### src/rtl/dfe_pkg.sv
package dfe_pkg;

   typedef enum logic [3:0] {
      OP_ADD   = 4'd0,
      OP_SUB   = 4'd1,
      OP_MUL   = 4'd2,
      OP_AND   = 4'd3,
      OP_OR    = 4'd4,
      OP_XOR   = 4'd5,
      OP_MADD  = 4'd6,
      OP_SORT  = 4'd7,
      OP_CNT   = 4'd8,
      OP_GATE  = 4'd9,
      OP_MERGE = 4'd10,
      OP_PASS  = 4'd11
   } op_e;

   // event bundle layout carried with each result
   localparam int EVW     = 6;
   localparam int EV_ZERO = 0;
   localparam int EV_NEG  = 1;
   localparam int EV_CARRY= 2;
   localparam int EV_OVF  = 3;
   localparam int EV_CMP  = 4;
   localparam int EV_TERM = 5;

   // configuration word field positions (constant sits above these)
   localparam int CFG_OP_LO  = 0;
   localparam int CFG_AND_B  = 4;
   localparam int CFG_BC_B   = 5;
   localparam int CFG_K_LO   = 6;

   typedef struct packed {
      logic b_const;
      logic ev_and;
      op_e  op;
   } ctl_t;

endpackage

### src/rtl/dfe_alu.sv
module dfe_alu
   import dfe_pkg::*;
#(
   parameter int DW = 32
) (
   input  op_e           op,
   input  logic [DW-1:0] a,
   input  logic [DW-1:0] b,
   input  logic [DW-1:0] c,
   output logic [DW-1:0] res,
   output logic          carry,
   output logic          ovf,
   output logic          cmp
);

   localparam int PW = 2 * DW;

   logic [DW:0]   sum;
   logic [DW:0]   diff;
   logic [PW-1:0] prod;
   logic [PW-1:0] madd;
   logic          lt_ba;

   assign sum   = {1'b0, a} + {1'b0, b};
   assign diff  = {1'b0, a} - {1'b0, b};
   assign prod  = {{DW{1'b0}}, a} * {{DW{1'b0}}, b};
   assign madd  = prod + {{DW{1'b0}}, c};
   assign lt_ba = $signed(b) < $signed(a);

   always_comb begin
      res   = a;
      carry = 1'b0;
      ovf   = 1'b0;
      cmp   = 1'b0;
      case (op)
         OP_ADD: begin
            res   = sum[DW-1:0];
            carry = sum[DW];
            ovf   = (a[DW-1] == b[DW-1]) && (sum[DW-1] != a[DW-1]);
         end
         OP_SUB: begin
            res   = diff[DW-1:0];
            carry = diff[DW];
            ovf   = (a[DW-1] != b[DW-1]) && (diff[DW-1] != a[DW-1]);
         end
         OP_MUL: begin
            res = prod[DW-1:0];
            ovf = |prod[PW-1:DW];
         end
         OP_AND:  res = a & b;
         OP_OR:   res = a | b;
         OP_XOR:  res = a ^ b;
         OP_MADD: begin
            res = madd[DW-1:0];
            ovf = |madd[PW-1:DW];
         end
         OP_SORT: begin
            res = lt_ba ? b : a;
            cmp = lt_ba;
         end
         default: res = a;
      endcase
   end

endmodule

### src/rtl/dfe_fire.sv
module dfe_fire
   import dfe_pkg::*;
#(
   parameter int NUM_IN = 3
) (
   input  logic cfg_ok,
   input  op_e  op,
   input  logic b_const,
   input  logic a_v,
   input  logic b_v,
   input  logic c_v,
   input  logic s_v,
   input  logic s_bit,
   input  logic slot_free,
   output logic fire,
   output logic a_rdy,
   output logic b_rdy,
   output logic c_rdy,
   output logic s_rdy,
   output logic drop,
   output logic pick_b
);

   localparam bit HAS_C = (NUM_IN == 3);

   logic need_a, need_b, need_c, need_s, avail;

   always_comb begin
      need_a = 1'b1;
      need_b = 1'b0;
      need_c = 1'b0;
      need_s = 1'b0;
      case (op)
         OP_ADD, OP_SUB, OP_MUL, OP_AND, OP_OR, OP_XOR, OP_SORT:
            need_b = !b_const;
         OP_MADD: begin
            need_b = !b_const;
            need_c = HAS_C;
         end
         OP_GATE:  need_s = 1'b1;
         OP_MERGE: begin
            need_s = 1'b1;
            need_a = !s_bit;
            need_b = s_bit;
         end
         default: ;
      endcase
   end

   assign avail  = (!need_a || a_v) && (!need_b || b_v) &&
                   (!need_c || c_v) && (!need_s || s_v);
   assign fire   = cfg_ok && slot_free && avail;
   assign a_rdy  = fire && need_a;
   assign b_rdy  = fire && need_b;
   assign c_rdy  = fire && need_c;
   assign s_rdy  = fire && need_s;
   assign drop   = (op == OP_GATE) && s_bit;
   assign pick_b = (op == OP_MERGE) && s_bit;

endmodule

### src/rtl/dfe_evcomb.sv
module dfe_evcomb (
   input  logic clk,
   input  logic rst_n,
   input  logic en,
   input  logic clr,
   input  logic and_mode,
   input  logic ev0,
   input  logic ev1,
   output logic ev_o
);

   logic seen0, seen1;
   logic hit0, hit1;

   assign hit0 = seen0 || ev0;
   assign hit1 = seen1 || ev1;

   always_ff @(posedge clk or negedge rst_n) begin
      if (!rst_n) begin
         seen0 <= 1'b0;
         seen1 <= 1'b0;
         ev_o  <= 1'b0;
      end else if (!en || clr) begin
         seen0 <= 1'b0;
         seen1 <= 1'b0;
         ev_o  <= 1'b0;
      end else if (!and_mode) begin
         seen0 <= 1'b0;
         seen1 <= 1'b0;
         ev_o  <= ev0 || ev1;
      end else if (hit0 && hit1) begin
         seen0 <= 1'b0;
         seen1 <= 1'b0;
         ev_o  <= 1'b1;
      end else begin
         seen0 <= hit0;
         seen1 <= hit1;
         ev_o  <= 1'b0;
      end
   end

endmodule

### src/rtl/dfe_top.sv
module dfe_top
   import dfe_pkg::*;
#(
   parameter int DW     = 32,
   parameter int NUM_IN = 3,
   localparam int CFG_W = DW + CFG_K_LO
) (
   input  logic             clk,
   input  logic             rst_n,
   input  logic             cfg_we,
   input  logic             cfg_clr,
   input  logic [CFG_W-1:0] cfg_word,
   input  logic [DW-1:0]    a_data,
   input  logic             a_valid,
   output logic             a_ready,
   input  logic [DW-1:0]    b_data,
   input  logic             b_valid,
   output logic             b_ready,
   input  logic [DW-1:0]    c_data,
   input  logic             c_valid,
   output logic             c_ready,
   input  logic             sel_bit,
   input  logic             sel_valid,
   output logic             sel_ready,
   input  logic             ev_in0,
   input  logic             ev_in1,
   output logic             ev_out,
   output logic [DW-1:0]    y_data,
   output logic             y_valid,
   input  logic             y_ready,
   output logic [EVW-1:0]   y_evt
);

   if (DW < 8) begin : g_bad_dw
      $error("dfe_top: DW must be at least 8");
   end
   if (NUM_IN != 2 && NUM_IN != 3) begin : g_bad_nin
      $error("dfe_top: NUM_IN must be 2 or 3");
   end

   logic          cfg_ok;
   ctl_t          ctl;
   logic [DW-1:0] cst;
   logic [DW-1:0] cnt;

   logic          fire, drop, pick_b, slot_free;
   logic [DW-1:0] a_op, b_op, c_op;
   logic [DW-1:0] alu_res, res;
   logic          alu_carry, alu_ovf, alu_cmp;
   logic          is_cnt, cnt_last;
   logic [EVW-1:0] evt;

   assign slot_free = !y_valid || y_ready;
   assign is_cnt    = (ctl.op == OP_CNT);
   assign cnt_last  = (cnt + DW'(1)) == cst;

   // configuration register
   always_ff @(posedge clk or negedge rst_n) begin
      if (!rst_n) begin
         cfg_ok <= 1'b0;
         ctl    <= '0;
         cst    <= '0;
      end else if (cfg_clr) begin
         cfg_ok <= 1'b0;
      end else if (cfg_we) begin
         cfg_ok      <= 1'b1;
         ctl.op      <= op_e'(cfg_word[CFG_OP_LO +: 4]);
         ctl.ev_and  <= cfg_word[CFG_AND_B];
         ctl.b_const <= cfg_word[CFG_BC_B];
         cst         <= cfg_word[CFG_K_LO +: DW];
      end
   end

   dfe_fire #(.NUM_IN(NUM_IN)) u_fire (
      .cfg_ok    (cfg_ok),
      .op        (ctl.op),
      .b_const   (ctl.b_const),
      .a_v       (a_valid),
      .b_v       (b_valid),
      .c_v       (c_valid),
      .s_v       (sel_valid),
      .s_bit     (sel_bit),
      .slot_free (slot_free),
      .fire      (fire),
      .a_rdy     (a_ready),
      .b_rdy     (b_ready),
      .c_rdy     (c_ready),
      .s_rdy     (sel_ready),
      .drop      (drop),
      .pick_b    (pick_b)
   );

   // operand selection
   assign a_op = pick_b ? b_data : a_data;
   assign b_op = ctl.b_const ? cst : b_data;

   if (NUM_IN == 3) begin : g_c_port
      assign c_op = c_data;
   end else begin : g_c_const
      assign c_op = cst;
   end

   dfe_alu #(.DW(DW)) u_alu (
      .op    (ctl.op),
      .a     (a_op),
      .b     (b_op),
      .c     (c_op),
      .res   (alu_res),
      .carry (alu_carry),
      .ovf   (alu_ovf),
      .cmp   (alu_cmp)
   );

   assign res = is_cnt ? cnt : alu_res;

   always_comb begin
      evt           = '0;
      evt[EV_ZERO]  = (res == '0);
      evt[EV_NEG]   = res[DW-1];
      evt[EV_CARRY] = alu_carry;
      evt[EV_OVF]   = alu_ovf;
      evt[EV_CMP]   = alu_cmp;
      evt[EV_TERM]  = is_cnt && cnt_last;
   end

   // step counter
   always_ff @(posedge clk or negedge rst_n) begin
      if (!rst_n) begin
         cnt <= '0;
      end else if (cfg_we) begin
         cnt <= '0;
      end else if (fire && is_cnt) begin
         cnt <= cnt_last ? '0 : cnt + DW'(1);
      end
   end

   // single-entry output slot
   always_ff @(posedge clk or negedge rst_n) begin
      if (!rst_n) begin
         y_valid <= 1'b0;
         y_data  <= '0;
         y_evt   <= '0;
      end else if (cfg_clr) begin
         y_valid <= 1'b0;
      end else if (fire && !drop) begin
         y_valid <= 1'b1;
         y_data  <= res;
         y_evt   <= evt;
      end else if (y_ready) begin
         y_valid <= 1'b0;
      end
   end

   dfe_evcomb u_evc (
      .clk      (clk),
      .rst_n    (rst_n),
      .en       (cfg_ok),
      .clr      (cfg_we),
      .and_mode (ctl.ev_and),
      .ev0      (ev_in0),
      .ev1      (ev_in1),
      .ev_o     (ev_out)
   );

endmodule

### config.mk
export PLATFORM = sky130hd
export DESIGN_NAME = dfe_top
export DESIGN_NICKNAME = d
export VERILOG_FILES = /design/src/rtl/dfe_pkg.sv /design/src/rtl/dfe_alu.sv /design/src/rtl/dfe_fire.sv /design/src/rtl/dfe_evcomb.sv /design/src/rtl/dfe_top.sv
export SDC_FILE = /design/constraint.sdc
export NUM_CORES = 2
export LEC_CHECK = 0
export BUFFER_PORTS_ARGS = -buffer_cell sky130_fd_sc_hd__buf_2
export CORE_AREA = 2 2 298 300
export DETAILED_ROUTE_END_ITERATION = 16
export DIE_AREA = 0 0 300 302
export PLACE_DENSITY = 0.77
export RECOVER_POWER = 100
export SLEW_MARGIN = 15
export SYNTH_ARGS = -nofsm -noshare
export SYNTH_HDL_FRONTEND = slang
export SYNTH_SLANG_ARGS = --single-unit
### constraint.sdc
create_clock -name clk -period 33.3 [get_ports clk]
set_input_delay 4.995 -clock clk [delete_from_list [all_inputs] [get_ports clk]]
set_output_delay 4.995 -clock clk [all_outputs]
set_load 0.05 [all_outputs]
; ---- Word-level counts from Yosys, hierarchy flattened
; Index checks and enable logic that the tools add are counted.
[word_totals]
register_bits = 113
wordCells = 112
output_inout_bits = 44
[op_classes]
reduce_logical = 46
multipliers = 1
eq_ne = 15
bitwise = 4
muxes = 29
add_sub_neg = 4
n_lt_le_gt_ge = 1
[ops]
columns = operator, n
row1 = $pmux 32 s8, 1
row2 = $mux 32, 7
row3 = $add 64x32->64, 1
row4 = $mul 32x32->64, 1
row5 = $reduce_or 32->1, 2
row6 = $add 32x32->33, 1
row7 = $sub 32x32->33, 1
row8 = $add 32x1->32 const B, 1
row9 = $and 32x32->32, 1
row10 = $eq 32x32->1, 1
row11 = $logic_not 32->1, 1
row12 = $lt 32x32->1, 1
row13 = $or 32x32->32, 1
row14 = $xor 32x32->32, 1
row15 = $mux 1, 18
row16 = $logic_and 1x1->1, 17
row17 = $eq 4x3->1 const B, 4
row18 = $eq 4x4->1 const B, 3
row19 = $logic_not 1->1, 9
row20 = $logic_or 1x1->1, 9
row21 = $eq 4x2->1 const B, 2
row22 = $reduce_or 8->1, 1
row23 = $eq 4x1->1 const B, 1
row24 = $logic_not 4->1, 1
row25 = other kinds (9), 14

; ---- Depth between registers and ports, before layout
[depth]
ltp_word = 12
ltp_mapped = 49

; ---- Modules after synthesis
; A second synthesis with hierarchy kept.
[unflattened]
hier_cells = 5804
area_unflattened_um2 = 48248.8
[by_module_without_submodules]
columns = mod, area_per_inst_um2, cells_per_inst, instances, seq_area_each_um2
row1 = dfe_alu, 40677.8, 4998, 1, 0.0
row2 = dfe_top, 7272.0, 771, 1, 2727.6
row3 = dfe_fire, 166.4, 23, 1, 0.0
row4 = dfe_evcomb, 132.6, 12, 1, 75.1

; ---- Worst setup path after synthesis
; Ideal clock, no wire load.
[synth_path]
kind = input to register
startpoint = input port sel_bit
endpoint = register y_evt[3]
t_arrival_ns = 15.957
t_required_ns = 33.158
path_buffers = 8
setup_time_ns = 0.142
path_slack_ns = 17.201
cell_stages = 45
path_cell_list = and3_1 clkbuf_1 buf_2 buf_2 buf_1 mux2_2 inv_1 clkbuf_1 buf_1 nor2_1 fa_1 inv_1 fa_1 fa_1 fa_1 inv_1 fa_1 fa_1 [... 9 more ...] or2_1 nor2_1 xnor2_1 ha_1 clkbuf_1 nand2_1 o21ai_0 or3b_1 o311ai_1 a41oi_1 nor4b_4 nand2_2 or3_4 nor4_1 nand2_1 xnor2_1 nor4_1 a31oi_1
[synth_between]
elab_chain_len = 10
[synth_rtl]
columns = item, line
row1 = start: declaration, dfe_top.sv:22  ; input logic sel_bit,
row2 = "parallel branches: the longest is 10 deep, another holds $mul 32x32->64", --
row3 = end signal: assignment, dfe_top.sv:148  ; y_evt <= evt;
row4 = end: declaration, dfe_top.sv:31  ; output logic [EVW-1:0] y_evt
; Several ways; the timed one is not identified.
; A chain may end at the register's enable or synchronous reset.

; ---- Final worst setup path
; Same ends and word-level chain as after synthesis.

==> summary.txt <==
Status
  – Status: complete, but fails checks
  – Failing checks: max-capacitance violations, max-slew violations

Timing
  – Min cycle time layout: 21.18 ns
  – Final Hold Fails: 0
  – Slew Limit Fails: 369
  – Setup Skew: 0.0336 ns
  – Fmax: 47.2 MHz
  – Setup violators final: 0
  – Slew @ Worst Pin: 4.27 ns
  – Max_slew headroom: -1.85
  – RSZ-0062 raised after global routing: no
  – Setup TNS: 0 ns
  – Crit share post-route: 0.636

Layout
  – Final Cell Area: 49600 um^2
  – Commonest non-fill, non-tap cells in the layout: 898 x fa_1, 852 x inv_1, 799 x nor2_1, 599 x nand2_1, 428 x ha_1
  – Area Growth Syn to Fin: 4.03%
  – Commonest non-fill, non-tap cell in the layout: fa_1
  – Layout cell share with drive strength beyond 1: 0.0736
  – Nets: 7092
  – Filler cell count: 8092
  – Fin cells: 6797

Setup path
  – Worst-path maximum fanout: 25
  – Most frequent CP cell: fa_1
  – Crit start category: input pin
  – Max stage delay on crit path: 1.32 ns
  – Critical path class: in2reg
  – Worst EP arrival: 21.47 ns
  – Worst setup EP type: register
  – Slowest cell on crit path: clkbuf_1
  – Worst EP required: 33.59 ns

Clock network
  – Clk_lat worst skew: 0.41 ns
  – Cts hold-fix bufs: 0
  – CTS tree: yes
  – CTS Root Cell: clkbuf_16
  – CTS Buf Count: 9
  – Postcts setup bufs: 0
  – CTS Sinks: 112
  – Clock buffer depth: 2
  – Htree depth: 3
  – Clk slew on worst S/H paths: 0.11 ns
  – CTS resizes: 0

Synthesis
  – Multiplexer share of the synthesized area: 0.0312
  – Largest family of logic cells by synthesized area: adder cells
  – FFs w/ async S/R, synth: 1.00
  – Top cell type's share of synthesized area: 0.377
  – Main synth FF type: dfrtp_1
  – Synth Area in Adders: 0.489
  – Post-synthesis cell type count: 112
  – XOR/XNOR Fraction of Synth Area: 0.0284
  – Average size of a mapped cell: 8.40 um^2
  – EDFF count, synth: 0
  – Post-Synth Simple-Gate Area: 0.164
  – Compound-cell area share of the yosys netlist: 0.131
  – Post-Syn Nets: 7150
  – Seq/Total Area, Yosys: 0.0588
  – Syn Std Cell Area: 47700 um^2
  – Mapped Cells: 5678
  – Yosys top cell by area: fa_1
  – Synth Warn #: 0
  – Synth Register Bits: 112
  – Area contributors post-synth: fa_1 38%, ha_1 11%, inv_1 6.7%

Global route
  – Initial antenna violation count: 16
  – GR Overflow Total: 0
  – Vias in the first global route: 46000
  – First-pass GRT wire length: 297000 um
  – Total track usage: 0.452
  – Largest net degree at the start of global routing: 65

Drt
  – Vias per std cell: 6.60
  – DR WL/cell: 29.7 um
  – Drt drc: 0
  – Vias: 44800
  – Detailed Route WL: 202000 um
  – Post-DRT Antenna Nets: 0
  – Initial DRC Count: 5734
  – DRT Pass-1 Iters: 8

Die
  – Initial Util: 0.544
  – Die area: 90600 um^2
  – Site Rows: 109
  – Die span in x: 300 um
  – Ports: 190
  – Die height: 302 um
  – Core footprint: 87600 um^2

Placement
  – Port Buffers: 189
  – Placed Area: 49400 um^2
  – Placer Congestion: 1.09
  – HPWL Detailed: 158000 um
  – # placed instances: 6773

Min path
  – Hold WC Path Type: reg2reg

Run
  – Max_cap viols: 10
[critical path: cells and delay by family]
| family | cells | cell delay, ns |
|---|---|---|
| mux | 1 | 1.13 |
| buf+inv | 9 | 2.85 |
| fa+ha+maj | 10 | 4.75 |
| simple gates | 14 | 4.63 |
| compound gates | 7 | 2.58 |
| xor+xnor | 1 | 0.49 |
[sequential cells by signal (all words and copies together), names as in the netlist]
| register | flops |
|---|---|
| cnt | 32 |
| cst | 32 |
| y_data | 31 |
| ctl | 6 |
| y_evt | 6 |
| cfg_ok | 1 |
| u_evc.ev_o | 1 |
| u_evc.seen0 | 1 |
| u_evc.seen1 | 1 |
| y_valid | 1 |
[metrics by stage]
step / worst slack, ns / utilization / hold WS [ns]
floorplan: 17.20 / - / 0.410
global placement: 14.93 / 0.564 / 0.428
detailed placement: 14.85 / 0.564 / 0.426
CTS: 15.26 / 0.567 / 0.448
global route: 11.84 / 0.566 / 0.468
finish: 12.12 / 0.566 / 0.450
[Yosys cell counts, types with 38 or more instances]
library cell / instances
nand2_1: 599
inv_1: 854
o21bai_1: 38
buf_1: 60
a21oi_1: 247
xor2_1: 38
o22ai_1: 45
nand4_1: 54
nor2_1: 799
o21ai_0: 180
ha_1: 428
buf_2: 38
clkbuf_1: 238
mux2_2: 115
nor3_1: 73
a21o_1: 61
dfrtp_1: 112
fa_1: 898
xnor2_1: 109
nand3_1: 69
[cells by family (layout without fill, tap and decap cells)]
logic type / count (synthesis) / in the layout
muxes: 134 / 134
AOI/OAI and AO/OA: 935 / 935
xor gates and xnor gates: 151 / 151
and+or+nand+nor: 1801 / 1801
DFF: 112 / 112
buffers and inverters: 1219 / 1164
other: 0 / 9
adders and majority gates: 1326 / 1326
[routing by layer]
metal / wire (um) / share of wire / vias up / track usage
li1: - / - / 18200 / -
met1: 67000 / 0.33 / 22100 / 0.514
met2: 85500 / 0.42 / 3454 / 0.673
met3: 26100 / 0.13 / 1114 / 0.158
met4: 23200 / 0.11 / 12 / 0.406
met5: 112 / 0.00055 / - / 0.00621
[worst paths after layout]
path / from / to / slack (ns) / cells after the start
setup / recovery: sel_bit / y_evt[3] / 12.12 / 42
hold / removal: u_evc.seen1 / u_evc.seen0 / 0.45 / 1
setup reg to reg: ctl[0] / y_evt[3] / 15.52 / 42
hold reg to reg: u_evc.seen1 / u_evc.seen0 / 0.45 / 1
max in group asynchronous: rst_n / cst[20] / 23.07 / 2
min in group asynchronous: rst_n / cst[6] / 6.11 / 1
[layout make-up]
type / count / area (um^2) / area share
Clock inverter: 4 / 30.0 / 0.000606
Inverter: 876 / 3290 / 0.0663
Sequential cell: 112 / 2800 / 0.0565
Clock buffer: 10 / 239 / 0.00482
Tap cell: 1165 / 1460 / 0.0294
Timing Repair Buffer: 274 / 1500 / 0.0303
Antenna cell: 9 / 22.5 / 0.000454
Multi-Input combinational cell: 4347 / 40200 / 0.812
Power is left out: the tool's default activity adds up to more than one toggle a clock period on the data nets, which glitch-free logic cannot reach.
